## src/rtl/sgdma_pkg.sv

```systemverilog
package sgdma_pkg;
    localparam int SG_AW         = 32;
    localparam int SG_DW         = 32;
    localparam int SG_LW         = 16;
    localparam int SG_DESC_BYTES = 8;
    localparam int SG_WORD_BYTES = 4;
    localparam int FLG_VALID     = 0;
    localparam int FLG_LAST      = 1;
    localparam int FLG_XFER      = 5;
    localparam int LEN_LSB       = 16;

    typedef enum logic [3:0] {
        ST_IDLE, ST_D0_REQ, ST_D0_WAIT, ST_D1_REQ, ST_D1_WAIT,
        ST_RD_REQ, ST_RD_WAIT, ST_DEV_OUT, ST_DEV_IN, ST_WR_REQ
    } sg_state_e;

    typedef struct packed {
        logic             valid;
        logic             last;
        logic             xfer;
        logic [SG_LW-1:0] len;
        logic             len_ok;
    } sg_desc_t;

    typedef struct packed {
        sg_state_e        st;
        logic [SG_AW-1:0] list;
        logic [SG_AW-1:0] ptr;
        logic [SG_AW-1:0] addr;
        logic [SG_LW-1:0] remain;
        logic             last;
        logic             xfer;
        logic [SG_DW-1:0] word;
        logic             err;
        logic             done;
        logic [SG_LW-1:0] row_bytes;
    } sg_regs_t;
endpackage

```

## src/rtl/sgdma_desc_dec.sv

```systemverilog
module sgdma_desc_dec
    import sgdma_pkg::*;
(
    input  logic [2:0]       flag_bits,   // {xfer, last, valid}
    input  logic [SG_LW-1:0] len_field,
    output sg_desc_t         desc
);
    localparam int ALIGN_BITS = $clog2(SG_WORD_BYTES);

    always_comb begin
        desc.valid  = flag_bits[0];
        desc.last   = flag_bits[1];
        desc.xfer   = flag_bits[2];
        desc.len    = len_field;
        desc.len_ok = (len_field[ALIGN_BITS-1:0] == '0);
    end
endmodule

```

## src/rtl/sgdma_row_count.sv

```systemverilog
module sgdma_row_count
    import sgdma_pkg::*;
(
    input  logic             clk,
    input  logic             rst_n,
    input  logic             clear,
    input  logic             step,
    input  logic [SG_LW-1:0] row_bytes,
    output logic             row_end
);
    typedef struct packed {
        logic [SG_LW-1:0] cnt;
        logic             pulse;
    } rc_t;

    rc_t              rc_d, rc_q;
    logic [SG_LW-1:0] cnt_next;

    always_comb begin
        rc_d       = rc_q;
        rc_d.pulse = 1'b0;
        cnt_next   = rc_q.cnt + SG_LW'(SG_WORD_BYTES);
        if (clear) begin
            rc_d.cnt = '0;
        end else if (step) begin
            if (row_bytes != '0 && cnt_next >= row_bytes) begin
                rc_d.cnt   = '0;
                rc_d.pulse = 1'b1;
            end else begin
                rc_d.cnt = cnt_next;
            end
        end
    end

    always_ff @(posedge clk or negedge rst_n) begin
        if (!rst_n) rc_q <= '0;
        else        rc_q <= rc_d;
    end

    assign row_end = rc_q.pulse;
endmodule

```

## src/rtl/sgdma_chan.sv

```systemverilog
module sgdma_chan
    import sgdma_pkg::*;
#(
    parameter bit IS_RX = 1'b0
) (
    input  logic             clk,
    input  logic             rst_n,
    input  logic             reg_wr,
    input  logic [1:0]       reg_sel,
    input  logic [SG_DW-1:0] reg_wdata,
    output logic             mem_req_valid,
    input  logic             mem_req_ready,
    output logic             mem_req_write,
    output logic [SG_AW-1:0] mem_req_addr,
    output logic [SG_DW-1:0] mem_req_wdata,
    input  logic             mem_rsp_valid,
    input  logic [SG_DW-1:0] mem_rsp_data,
    input  logic             dev_in_valid,
    output logic             dev_in_ready,
    input  logic [SG_DW-1:0] dev_in_data,
    output logic             dev_out_valid,
    input  logic             dev_out_ready,
    output logic [SG_DW-1:0] dev_out_data,
    output logic             busy,
    output logic             done,
    output logic             err,
    output logic             row_end
);
    localparam logic [1:0] SEL_LO  = 2'd1;
    localparam logic [1:0] SEL_EN  = 2'd2;
    localparam logic [1:0] SEL_ROW = 2'd3;

    sg_regs_t  q, d;
    sg_desc_t  dsc;
    logic      idle, start, abort, word_done, desc_end;
    sg_state_e data_st;

    sgdma_desc_dec u_dec (
        .flag_bits ({mem_rsp_data[FLG_XFER], mem_rsp_data[FLG_LAST], mem_rsp_data[FLG_VALID]}),
        .len_field (mem_rsp_data[LEN_LSB +: SG_LW]),
        .desc      (dsc)
    );

    assign idle    = (q.st == ST_IDLE);
    assign data_st = IS_RX ? ST_DEV_IN : ST_RD_REQ;

    always_comb begin
        d         = q;
        d.done    = 1'b0;
        word_done = 1'b0;
        desc_end  = 1'b0;
        start     = 1'b0;
        abort     = 1'b0;

        if (reg_wr && reg_sel == SEL_LO && idle) d.list = reg_wdata;
        if (IS_RX) begin
            if (reg_wr && reg_sel == SEL_ROW) d.row_bytes = reg_wdata[SG_LW-1:0];
            if (reg_wr && reg_sel == SEL_EN) begin
                if (!reg_wdata[0]) abort = !idle;
                else               start = idle;
            end
        end else begin
            start = reg_wr && reg_sel == SEL_LO && idle;
        end

        case (q.st)
            ST_D0_REQ:  if (mem_req_ready) d.st = ST_D0_WAIT;
            ST_D0_WAIT: if (mem_rsp_valid) begin
                d.last   = dsc.last;
                d.xfer   = dsc.xfer;
                d.remain = dsc.len;
                if (!dsc.valid || !dsc.len_ok) begin
                    d.err = 1'b1;
                    d.st  = ST_IDLE;
                end else begin
                    d.st = ST_D1_REQ;
                end
            end
            ST_D1_REQ:  if (mem_req_ready) d.st = ST_D1_WAIT;
            ST_D1_WAIT: if (mem_rsp_valid) begin
                d.addr = mem_rsp_data;
                if (q.xfer && q.remain != '0) d.st = data_st;
                else                          desc_end = 1'b1;
            end
            ST_RD_REQ:  if (mem_req_ready) d.st = ST_RD_WAIT;
            ST_RD_WAIT: if (mem_rsp_valid) begin
                d.word = mem_rsp_data;
                d.st   = ST_DEV_OUT;
            end
            ST_DEV_OUT: word_done = dev_out_ready;
            ST_DEV_IN:  if (dev_in_valid) begin
                d.word = dev_in_data;
                d.st   = ST_WR_REQ;
            end
            ST_WR_REQ:  word_done = mem_req_ready;
            default:    ;
        endcase

        if (word_done) begin
            d.addr   = q.addr + SG_AW'(SG_WORD_BYTES);
            d.remain = q.remain - SG_LW'(SG_WORD_BYTES);
            if (q.remain == SG_LW'(SG_WORD_BYTES)) desc_end = 1'b1;
            else                                   d.st = data_st;
        end

        if (desc_end) begin
            if (q.last) begin
                d.done = 1'b1;
                d.st   = ST_IDLE;
            end else begin
                d.ptr = q.ptr + SG_AW'(SG_DESC_BYTES);
                d.st  = ST_D0_REQ;
            end
        end

        if (start) begin
            d.st  = ST_D0_REQ;
            d.ptr = IS_RX ? q.list : reg_wdata;
            d.err = 1'b0;
        end
        if (abort) d.st = ST_IDLE;
    end

    always_ff @(posedge clk or negedge rst_n) begin
        if (!rst_n) q <= '0;
        else        q <= d;
    end

    generate
        if (IS_RX) begin : g_rows
            sgdma_row_count u_rows (
                .clk       (clk),
                .rst_n     (rst_n),
                .clear     (start),
                .step      (q.st == ST_WR_REQ && mem_req_ready),
                .row_bytes (q.row_bytes),
                .row_end   (row_end)
            );
        end else begin : g_no_rows
            assign row_end = 1'b0;
        end
    endgenerate

    always_comb begin
        case (q.st)
            ST_D0_REQ: mem_req_addr = q.ptr;
            ST_D1_REQ: mem_req_addr = q.ptr + SG_AW'(SG_WORD_BYTES);
            default:   mem_req_addr = q.addr;
        endcase
    end

    assign mem_req_valid = (q.st == ST_D0_REQ) || (q.st == ST_D1_REQ) ||
                           (q.st == ST_RD_REQ) || (q.st == ST_WR_REQ);
    assign mem_req_write = (q.st == ST_WR_REQ);
    assign mem_req_wdata = q.word;
    assign dev_out_valid = (q.st == ST_DEV_OUT);
    assign dev_out_data  = q.word;
    assign dev_in_ready  = (q.st == ST_DEV_IN);
    assign busy          = !idle;
    assign done          = q.done;
    assign err           = q.err;
endmodule

```

## config.mk

```make
export PLATFORM = sky130hd
export DESIGN_NAME = sgdma_chan
export DESIGN_NICKNAME = d
export VERILOG_FILES = /design/src/rtl/sgdma_pkg.sv /design/src/rtl/sgdma_desc_dec.sv /design/src/rtl/sgdma_row_count.sv /design/src/rtl/sgdma_chan.sv
export SDC_FILE = /design/constraint.sdc
export NUM_CORES = 1
export LEC_CHECK = 0
export BUFFER_PORTS_ARGS = -buffer_cell sky130_fd_sc_hd__buf_2
export CAP_MARGIN = 10
export CORE_UTILIZATION = 45
export DETAILED_ROUTE_END_ITERATION = 7
export PLACE_DENSITY = 0.77
export SYNTH_ARGS = -nofsm -noshare
export SYNTH_HDL_FRONTEND = slang
export SYNTH_SLANG_ARGS = --single-unit
```

## constraint.sdc

```tcl
create_clock -name clk -period 2.3 [get_ports clk]
set_input_delay 0.46 -clock clk [delete_from_list [all_inputs] [get_ports clk]]
set_output_delay 0.46 -clock clk [all_outputs]
set_load 0.02 [all_outputs]
```

After elaboration in Yosys (flattened, before gate mapping)
Cells that the tools add are included.
{ "totals": {"ram_bits": 0, "word_cells": 92, "output_inout_bits": 104, "latch_bits": 0, "mem_bits_ro": 0, "mem_count": 0, "in_bits": 105, "ff_bits": 120} }
{ "op_classes": {"n_lt_le_gt_ge": 0, "eq_ne": 14, "n_mul": 0, "muxes": 38, "div_mod_pow": 0, "n_bitwise": 0, "shift": 0, "n_addsub": 4, "reduce_logical": 27} }
{ "op_table": {"columns": ["op", "count"], "rows": [
  ["32-bit 2-to-1 mux", 6],
  ["32-bit one-hot mux with 2 select lines", 2],
  ["32-bit by 3-bit adder with 32-bit output (second input constant)", 2],
  ["4-bit 2-to-1 mux", 12],
  ["48-bit 2-to-1 mux", 1],
  ["18-bit 2-to-1 mux", 2],
  ["32-bit by 4-bit adder with 32-bit output (second input constant)", 1],
  ["4-bit one-hot mux with 7 select lines", 1],
  ["16-bit by 3-bit equality test with 1-bit output (second input constant)", 1],
  ["4-bit by 3-bit equality test with 1-bit output (second input constant)", 4],
  ["16-bit nonzero test", 1],
  ["2-bit nonzero test", 8],
  ["16-bit by 3-bit subtractor with 16-bit output (second input constant)", 1],
  ["1-bit 2-to-1 mux", 12],
  ["4-bit by 2-bit equality test with 1-bit output (second input constant)", 2],
  ["4-bit equality test (second input constant)", 2],
  ["2-bit AND reduction", 4],
  ["3-bit AND reduction", 2],
  ["4-bit by 1-bit equality test with 1-bit output (second input constant)", 1],
  ["4-bit zero test", 1],
  ["1-bit logical OR", 4],
  ["2-bit != test (second input constant)", 2],
  ["1-bit logical AND", 3],
  ["1-bit zero test", 3],
  ["other kinds (5)", 5]
]} }

Depth between registers and ports, before layout
{ "depth": {"ltp_word": 10, "ltp_mapped": 9, "ltp_nobuf": 8} }

Hierarchy
A second synthesis with hierarchy kept.
{ "unflattened": {"cells_unflattened": 967, "hier_area_um2": 7947.6} }
{ "by_module_without_submodules": {"columns": ["mod", "cells_per_inst", "instances", "seq_area_each_um2", "area_per_inst_um2"], "rows": [
  ["sgdma_chan", 947, 1, 3002.9, 7801.2],
  ["sgdma_desc_dec", 20, 1, 0.0, 146.4]
]} }

Worst setup path after synthesis
OpenSTA, ideal clock, no wires.
{ "synth_timing": {"path_kind": "reg2out", "startpoint": "register q[108] (netlist name)", "endpoint": "output port mem_req_addr[26]", "stages_incl_launch_ff": 8, "t_required_ns": 1.840, "setup_slack_ns": -0.619, "n_path_buf": 1, "arrival_ns": 2.459, "path_cell_list": "dfrtp_1 > clkbuf_1 > nand4_1 > nor4_2 > and3_1 > nand2_1 > xor2_1 > o21ai_0"} }
{ "synth_via": {"elab_chain_len": 2} }
{ "synth_lines": {"columns": ["item", "line_no", "source"], "rows": [
  ["start: declaration", "sgdma_chan.sv:33", "sg_regs_t q, d;"],
  ["start signal: assignment", "sgdma_chan.sv:125", "if (!rst_n) q <= '0;"],
  ["start signal: assignment", "sgdma_chan.sv:126", "else q <= d;"],
  ["32-bit by 3-bit adder with 32-bit output", "sgdma_chan.sv:147", "ST_D1_REQ: mem_req_addr = q.ptr + SG_AW'(SG_WORD_BYTES);"],
  ["32-bit one-hot mux with 2 select lines", "sgdma_chan.sv:145", "case (q.st)"],
  ["end: declaration", "sgdma_chan.sv:14", "output logic [SG_AW-1:0] mem_req_addr,"]
]} }
Every way passes these cells.

Worst setup path after layout
{ "layout_timing": {"startpoint": "register q[103] (netlist name)", "endpoint": "output port mem_req_addr[25]"} }
Same word-level chain as after synthesis.

==> flow_summary.yaml <==
outcome:
  status: "complete, but fails checks"
  violations: "setup timing"
floorplanning:
  rows: 48
  die_area_um2: 18100
  core-area_um2: 17200
  die_h_um: 134
  fp.dieW_um: 134
  start_util_pct: 45.8
  pin_count: 209
synthesis:
  synth_edf_count: 0
  synthCells: 926
  async_flop_share_pct: 100
  synthesis.area_um2: 7900
  synth_nets: 1037
  ys_types: 59
  synth_top_area_share_pct: 38.0
  synth_seq_cells: 120
  yosys-top-cells-area: "dfrtp_1, nand2_1, buf_4"
  yosys.area.top_type: "dfrtp_1"
  syn_area_per_cell_um2: 8.53
  synthFlopType: "dfrtp_1"
  ys_seq_area_share_pct: 38.0
  ys_warn_count: 0
drt:
  ant_nets: 0
  drc: 0
  via_per_inst: 5.85
  drt_pass1_iterations: 5
  drtIter0Drc: 755
  routed_wirelength_um: 27900
  routedWlPerCell_um: 19.8
  vias: 8254
sta:
  fin_worst_skew_ns: 0.0145
  rsz0062_at_grt: "yes"
  slew_headroom_pct: 60.9
  setup_slack_ns: -0.526
  tns_ns: -12.67
  hold_viol_final: 0
  drv_slew: 0
  timing.final.crit_period_ns: 2.83
  setup_viol: 48
  fmax_mhz: 354
  fin_crit_sh_pct: 123
  tightest_slew_ns: 0.587
grt:
  grt_start_max_net_pins: 65
  grt_pass1_wl_um: 41500
  antenna_found_initial: 0
  grt_pass1_vias: 7743
  overflow: 0
  grt_use_total_pct: 29.9
critical_path:
  crit_top_cell: "buf_4"
  start_kind: "register"
  crit_path_end_kind: "output pin"
  cp_max_fo: 3
  critPathTopFamily: "simple AND/OR/NAND/NOR gates"
  required_ns: 1.84
  critPathKind: "register to output pin"
  slowest_delay_ns: 0.36
  critPathArrivalTime_ns: 2.37
  path_buf_inv: 2
  path_cells: "buf_4 -> ha_4 -> and3_4 -> and4_4 -> and4b_1 -> nand2_1 -> xor2_1 -> o21ai_1 -> buf_4"
  cpMaxStageDelayCell: "dfrtp_1"
finish:
  layout_commonest_cell: "buf_2"
  drive_above_1_share_pct: 40.6
  antenna_cells: 0
  syn2layout_area_growth_pct: 40.7
  layout.nets: 1285
  mostFrequentLayoutCells: "buf_2, nand2_1, buf_4, dfrtp_1, nor2_1"
  final_cell_area_um2: 11100
  fill_cells: 1366
clock_tree:
  cts_root_buf: "clkbuf_16"
  cts_tree: "built"
  path_clk_slew_ns: 0.05
  clockBufferDepth: 2
  worstSkewPairLatency_ns: 0.43
  htree_levels: 4
  cts_buffers: 17
  clkSinkCount: 120
min_path:
  hp-class: "primary input to register"
placement:
  io_buffers: 207
  postPlaceCellArea_um2: 9550
  pre_cts_ws_ns: -0.158
  gp_congestion: 0.937
  dp_hpwl_um: 18400
pwr:
  ir_drop_mv: 0.719
  power_density_nw_per_um2: 1320
  leakagePower_nw: 4.70
job:
  cap_violations: 0
==> final timing paths <==
check,startpoint,to,slack (ns),cells past startpoint
setup / recovery,q[103]$_DFFE_PN0N_,mem_req_addr[25],-0.53,9
hold / removal,reg_wdata[1],q[101]$_DFFE_PN0P_,0.23,3
setup reg to reg,q[57]$_DFFE_PN0P_,q[121]$_DFFE_PN0N_,-0.24,8
hold reg to reg,q[101]$_DFFE_PN0P_,q[101]$_DFFE_PN0P_,0.48,2
max in group asynchronous,rst_n,q[102]$_DFFE_PN0P_,1.08,3
min in group asynchronous,rst_n,q[109]$_DFFE_PN0N_,0.50,2
==> worst reg2reg max path: cells and delay by family (launching register included) <==
family	cells	cell delay, ns
buf+inv	2	0.36
compound gates	2	0.41
simple gates	3	1.06
flops	1	0.38
xor+xnor	1	0.20
==> sequential cells by signal, summed over array words and instances, names as in the netlist <==
signal        flops
q                86
dev_out_data     32
done              1
err               1
==> stage by stage <==
| stage | utilization [%] | power [mW] | hold slack, ns | cells |
|---|---|---|---|---|
| 2_1_floorplan | - | 8.68 | 0.164 | 926 |
| 3_3_place_gp | 55.4 | 10.5 | 0.414 | 1347 |
| 3_5_place_dp | 55.4 | 10.7 | 0.414 | 1347 |
| 4_1_cts | 62.2 | 14.0 | 0.218 | 1399 |
| 5_1_grt | 64.5 | 15.4 | 0.220 | 1412 |
| 6_report | 64.5 | 14.6 | 0.226 | 1412 |
==> synthesized netlist by cell type, types with 2 or more instances <==
library cell  instances
a2111oi_2             2
a2111oi_4             6
a211oi_1             10
a21o_1                3
a21oi_1              57
a221o_1               6
a31oi_1               7
a32oi_1               2
and2_1                5
and3_1               19
and4_1                7
and4b_1               2
buf_2                 3
buf_4                65
clkbuf_1             54
dfrtp_1             120
ha_1                  6
inv_1                 9
mux2_2                2
mux2i_1              36
nand2_1             154
nand2b_1              2
nand3_1              36
nand4_1              14
nand4b_1              3
nor2_1               64
nor3_1               12
nor3b_1               3
nor4_1                8
nor4_2                2
o2111ai_1             4
o211ai_1             23
o21a_1                4
o21ai_0              61
o21ai_1               9
o21ai_2               2
o311ai_0             19
or2_2                 2
or3_1                11
or4_1                 2
xnor2_1              37
xor2_1               16
==> timing repair <==
item	CTS	global route
endpoints found under the setup margin	54	68
pin swaps	34	59
gates cloned	2	1
hold endpoints to repair	23	0
gates resized for setup	107	74
hold buffers	1	0
buffers inserted	18	16
==> cell families (layout without fill, tap and decap cells) <==
| kind of cell | after synthesis | count (layout) | synth area share (%) |
|---|---|---|---|
| flip-flops | 120 | 120 | 38.0 |
| other | 1 | 1 | 0.0475 |
| multiplexers | 38 | 38 | 4.85 |
| AO/OA/AOI/OAI | 223 | 223 | 19.5 |
| buffers and inverters | 133 | 394 | 9.55 |
| AND/OR/NAND/NOR | 352 | 352 | 21.2 |
| XOR/XNOR | 53 | 53 | 5.88 |
| adder cells (fa/ha/maj) | 6 | 6 | 0.951 |
==> where the power goes <==
part | switching (mW) | leakage (nW) | internal (mW)
Combinational | 4.54 | 2.97 | 3.21
Clock | 1.01 | 0.280 | 1.73
Sequential | 1.06 | 1.45 | 3.09
==> metal layers <==
metal | wire (µm) | global-route usage (%) | share of wire (%) | up-vias
li1 | - | - | - | 3755
met1 | 11500 | 38.9 | 41 | 3935
met2 | 13300 | 48.4 | 48 | 474
met3 | 2020 | 5.18 | 7.2 | 90
met4 | 1140 | 14.5 | 4.1 | 0
met5 | 0 | 0 | 0 | -
==> area by class of cell <==
class                           count  area [µm²]  area share, %
Clock buffer                       21         450           4.05
Sequential cell                   120        3010           27.1
Inverter                            9        33.8          0.304
Multi-Input combinational cell    673        4730           42.5
Tap cell                          225         282           2.53
Timing Repair Buffer              353        2460           22.2
Clock inverter                     11         148           1.33
(Power assumes the default switching activity.)
